### config.mk
export PLATFORM = sky130hd
export DESIGN_NAME = int_alu
export DESIGN_NICKNAME = d
export VERILOG_FILES = /design/src/rtl/int_alu_pkg.sv /design/src/rtl/alu_addsub.sv /design/src/rtl/alu_shift.sv /design/src/rtl/alu_muldiv.sv /design/src/rtl/int_alu.sv
export SDC_FILE = /design/constraint.sdc
export NUM_CORES = 2
export LEC_CHECK = 0
export BUFFER_PORTS_ARGS = -buffer_cell sky130_fd_sc_hd__buf_4
export CORE_UTILIZATION = 40
export DETAILED_ROUTE_END_ITERATION = 10
export PLACE_DENSITY = 0.55
export SYNTH_ARGS = -nofsm -noshare
export SYNTH_HDL_FRONTEND = slang
export SYNTH_HIERARCHICAL = 1
export SYNTH_SLANG_ARGS = --single-unit
### constraint.sdc
create_clock -name vclk -period 150
set_clock_uncertainty 0.2 [all_clocks]
set_input_delay 7.5 -clock vclk [all_inputs]
set_output_delay 7.5 -clock vclk [all_outputs]
set_load 0.03 [all_outputs]
### src/rtl/int_alu_pkg.sv
package int_alu_pkg;

    localparam int XLEN_DEFAULT = 32;

    typedef enum logic [3:0] {
        OP_ADD  = 4'd0,
        OP_SUB  = 4'd1,
        OP_SLL  = 4'd2,
        OP_SLT  = 4'd3,
        OP_SLTU = 4'd4,
        OP_XOR  = 4'd5,
        OP_SRL  = 4'd6,
        OP_SRA  = 4'd7,
        OP_OR   = 4'd8,
        OP_AND  = 4'd9,
        OP_MUL  = 4'd10,
        OP_DIV  = 4'd11
    } alu_op_e;

    typedef enum logic [1:0] {
        SH_LEFT  = 2'd0,
        SH_LOGIC = 2'd1,
        SH_ARITH = 2'd2
    } shift_kind_e;

    typedef struct packed {
        logic lt_signed;
        logic lt_unsigned;
    } cmp_flags_t;

    // True for the codes that route through the adder in subtract mode
    function automatic logic needs_subtract(alu_op_e op);
        return (op == OP_SUB) || (op == OP_SLT) || (op == OP_SLTU);
    endfunction

endpackage

### src/rtl/alu_addsub.sv
module alu_addsub
    import int_alu_pkg::*;
#(
    parameter int W = XLEN_DEFAULT
) (
    input  logic [W-1:0] a,
    input  logic [W-1:0] b,
    input  logic         sub,
    output logic [W-1:0] sum,
    output cmp_flags_t   flags
);
    logic [W-1:0] b_eff;
    logic         carry;

    assign b_eff        = sub ? ~b : b;
    assign {carry, sum} = {1'b0, a} + {1'b0, b_eff} + {{W{1'b0}}, sub};

    // In subtract mode a borrow (no carry out) means a < b unsigned
    always_comb begin
        flags.lt_unsigned = ~carry;
        flags.lt_signed   = (a[W-1] != b[W-1]) ? a[W-1] : sum[W-1];
    end
endmodule

### src/rtl/alu_shift.sv
module alu_shift
    import int_alu_pkg::*;
#(
    parameter int W   = XLEN_DEFAULT,
    localparam int SHW = $clog2(W)
) (
    input  logic [W-1:0]   a,
    input  logic [SHW-1:0] amount,
    input  shift_kind_e    kind,
    output logic [W-1:0]   y
);
    logic [W-1:0] a_rev;
    logic [W-1:0] core_in;
    logic [W-1:0] core_out;
    logic [W-1:0] core_rev;
    logic         fill;

    // Left shifts reuse the right shifter on a bit-reversed operand
    for (genvar i = 0; i < W; i++) begin : g_rev
        assign a_rev[i]    = a[W-1-i];
        assign core_rev[i] = core_out[W-1-i];
    end

    assign core_in  = (kind == SH_LEFT) ? a_rev : a;
    assign fill     = (kind == SH_ARITH) ? a[W-1] : 1'b0;
    assign core_out = W'($unsigned($signed({fill, core_in}) >>> amount));
    assign y        = (kind == SH_LEFT) ? core_rev : core_out;
endmodule

### src/rtl/alu_muldiv.sv
module alu_muldiv
    import int_alu_pkg::*;
#(
    parameter int W = XLEN_DEFAULT
) (
    input  logic [W-1:0] a,
    input  logic [W-1:0] b,
    input  logic         do_div,
    output logic [W-1:0] y
);
    logic [W-1:0] prod_lo;
    logic         a_neg, b_neg, b_zero;
    logic [W-1:0] a_mag, b_mag, b_safe, q_mag, q_signed;

    // Low half of a signed product equals the low half of the product
    // of the sign-extended operands taken as unsigned
    assign prod_lo = W'({{W{a[W-1]}}, a} * {{W{b[W-1]}}, b});

    assign a_neg    = a[W-1];
    assign b_neg    = b[W-1];
    assign b_zero   = (b == '0);
    assign a_mag    = a_neg ? (~a + 1'b1) : a;
    assign b_mag    = b_neg ? (~b + 1'b1) : b;
    assign b_safe   = b_zero ? {{(W-1){1'b0}}, 1'b1} : b_mag;
    assign q_mag    = a_mag / b_safe;
    // Magnitude quotient of the minimum by one is 2^(W-1), which is the
    // minimum again: the overflow case needs no extra path
    assign q_signed = (a_neg ^ b_neg) ? (~q_mag + 1'b1) : q_mag;

    always_comb begin
        if (!do_div)     y = prod_lo;
        else if (b_zero) y = '1;
        else             y = q_signed;
    end
endmodule

### src/rtl/int_alu.sv
module int_alu
    import int_alu_pkg::*;
#(
    parameter int XLEN = XLEN_DEFAULT,
    localparam int SHW = $clog2(XLEN)
) (
    input  logic [XLEN-1:0] a_i,
    input  logic [XLEN-1:0] b_i,
    input  logic [3:0]      op_i,
    output logic [XLEN-1:0] y_o
);
    alu_op_e      op;
    logic [XLEN-1:0] sum, shifted, md_res;
    cmp_flags_t   flags;
    shift_kind_e  sh_kind;

    assign op = alu_op_e'(op_i);

    always_comb begin
        case (op)
            OP_SRL:  sh_kind = SH_LOGIC;
            OP_SRA:  sh_kind = SH_ARITH;
            default: sh_kind = SH_LEFT;
        endcase
    end

    alu_addsub #(.W(XLEN)) u_addsub (
        .a     (a_i),
        .b     (b_i),
        .sub   (needs_subtract(op)),
        .sum   (sum),
        .flags (flags)
    );

    alu_shift #(.W(XLEN)) u_shift (
        .a      (a_i),
        .amount (b_i[SHW-1:0]),
        .kind   (sh_kind),
        .y      (shifted)
    );

    alu_muldiv #(.W(XLEN)) u_muldiv (
        .a      (a_i),
        .b      (b_i),
        .do_div (op == OP_DIV),
        .y      (md_res)
    );

    always_comb begin
        case (op)
            OP_ADD, OP_SUB:          y_o = sum;
            OP_SLL, OP_SRL, OP_SRA:  y_o = shifted;
            OP_SLT:  y_o = {{(XLEN-1){1'b0}}, flags.lt_signed};
            OP_SLTU: y_o = {{(XLEN-1){1'b0}}, flags.lt_unsigned};
            OP_XOR:  y_o = a_i ^ b_i;
            OP_OR:   y_o = a_i | b_i;
            OP_AND:  y_o = a_i & b_i;
            OP_MUL, OP_DIV:          y_o = md_res;
            default: y_o = '0;
        endcase
    end
endmodule

==> impl_metrics.json <==
{
  "start_kind": "primary input",
  "relSlewSlack": 0.214,
  "cap_violations": 0,
  "synth-warning-count": 6,
  "start_util": 0.405,
  "dr_wl_met3_um": 22700,
  "die_area_mm2": 0.137,
  "setup_ws_ps": 38830,
  "synth_cell_types": 123,
  "drtIter0Drc": 6789,
  "drv_slew": 0,
  "vias": 57300,
  "fillers": 14000,
  "status": "complete, no violations",
  "crit_fanout": 55,
  "slowest_stage": "nor3_2",
  "mostFrequentLayoutCell": "nand2_1",
  "period_needed_ps": 111170,
  "rows": 134,
  "hold_start": "op_i[2]",
  "io_buffers": 100,
  "io_pins": 100,
  "place_inst": 9079,
  "avgSynthCellArea_um2": 7.29,
  "setup-violations-final": 0,
  "antenna_found_initial": 15,
  "fin_nets": 8567,
  "grt.total_usage": 0.346,
  "final_antenna_net_count": 0,
  "max_freq_mhz": 9.00,
  "die_y_um": 370,
  "grt_setup_unrepaired": "false",
  "firstDrtPassIters": 6,
  "dr.max_layer_used": "met5",
  "drc": 0,
  "placed_area_mm2": 0.0570,
  "wire_per_inst_um": 27.0,
  "synth_seq_area_share": 0,
  "critPathBufInv": 26,
  "worst_ep_arrival_time_ps": 103470,
  "cts_resized": 0,
  "synth_cells": 7443,
  "min_path_type": "primary input to primary output",
  "cts_hold_buffers": 0,
  "tns_ps": 0,
  "dieWidth_um": 370,
  "final_cell_mix": "921 x nand2_1, 786 x inv_1, 777 x ha_1",
  "final_hold_viol_count": 0,
  "path_class": "primary input to primary output",
  "drive_gt1_frac": 0.0663,
  "post-cts-setup-buffer-count": 0,
  "core_mm2": 0.134,
  "worst_slew_pin_slew_ps": 1170,
  "gp_congestion": 1.01,
  "wl_met1_um": 100000,
  "path_delay_family": "compound AO/OA/AOI/OAI gates",
  "clkbuf_count": 0,
  "dp_hpwl_um": 189000,
  "hold_depth": 3,
  "holdPathEnd": "y_o[20]",
  "grt_max_degree": 56,
  "min_period_over_period": 0.741,
  "grt-ovfl-total": 0,
  "critPathRequiredTime_ps": 142300,
  "endpoint_kind": "primary output",
  "wirelength_um": 245000,
  "synth_nets": 8697,
  "place_ws_ps": 41660,
  "grt_pass1_wl_um": 358000,
  "grt_pass1_vias": 54500,
  "netlist_area_mm2": 0.0542,
  "wl_met2_um": 108000,
  "numSequentialCells": 0,
  "routed_via_density": 6.31,
  "seqCellArea_um2": 0,
  "slowest_delay_ps": 950,
  "fin_cells": 9085,
  "path_common_cell": "ha_1",
  "fin_area_mm2": 0.0570,
  "area_delta_synth_final_pct": 5.06,
  "crit_cells": 343
}
==> worst max path at each step <==
stage / from / to
after global routing: b_i[0] / y_o[20]
after CTS: b_i[0] / y_o[14]
after floorplan: b_i[0] / y_o[25]
after global placement: b_i[0] / y_o[14]
final: b_i[0] / y_o[14]
after detailed placement: b_i[0] / y_o[14]
==> area by class of cell <==
class | count | area (µm²) | area share
inverters | 789 | 2960 | 0.0520
repair buffers | 214 | 1610 | 0.0282
well taps | 1768 | 2210 | 0.0388
diodes | 6 | 15.0 | 0.000263
multi-input cells | 6308 | 50200 | 0.881
==> cell families (layout without fill, tap and decap cells) <==
| family | count (synthesis) | count (layout) | synth area share |
|---|---|---|---|
| mux | 172 | 172 | 0.0422 |
| simple gates | 2451 | 2451 | 0.214 |
| other cells | 0 | 6 | 0 |
| compound gates | 1950 | 1950 | 0.244 |
| buf+inv | 1135 | 1003 | 0.0804 |
| fa+ha+maj | 1187 | 1187 | 0.330 |
| xor+xnor | 548 | 548 | 0.0886 |
==> layer usage <==
metal | vias up | track usage
met5 | - | 0
met2 | 2983 | 0.553
met4 | 14 | 0.157
met1 | 27700 | 0.454
met3 | 666 | 0.0562
li1 | 25900 | -
==> through the flow <==
step	utilization	hold slack, ps
floorplan	-	15240
global placement	0.425	15350
detailed placement	0.425	15340
CTS	0.425	15340
global route	0.425	15380
finish	0.425	15360
==> cells in the mapped netlist, drive strengths merged (36+ instances only) <==
library cell,number,area share
o21bai,44,0.0061
nor2b,76,0.0088
o211ai,47,0.0068
nor3,194,0.019
nor4,40,0.0060
o21a,155,0.021
or2,46,0.0053
inv,789,0.055
xor2,210,0.034
o21ai,347,0.032
mux2,69,0.014
a21o,188,0.026
xnor2,338,0.055
a211oi,36,0.0051
nor2,529,0.037
nand3,122,0.011
and3,54,0.0062
a22oi,92,0.013
fa,409,0.15
a21oi,448,0.041
nand4,68,0.0080
ha,777,0.18
mux4,37,0.016
and2,184,0.021
nand2,921,0.064
buf,87,0.0079
o31ai,72,0.011
or3,71,0.0083
mux2i,66,0.012
clkbuf,259,0.018
a31oi,121,0.015
nand2b,61,0.0070
o22ai,37,0.0043
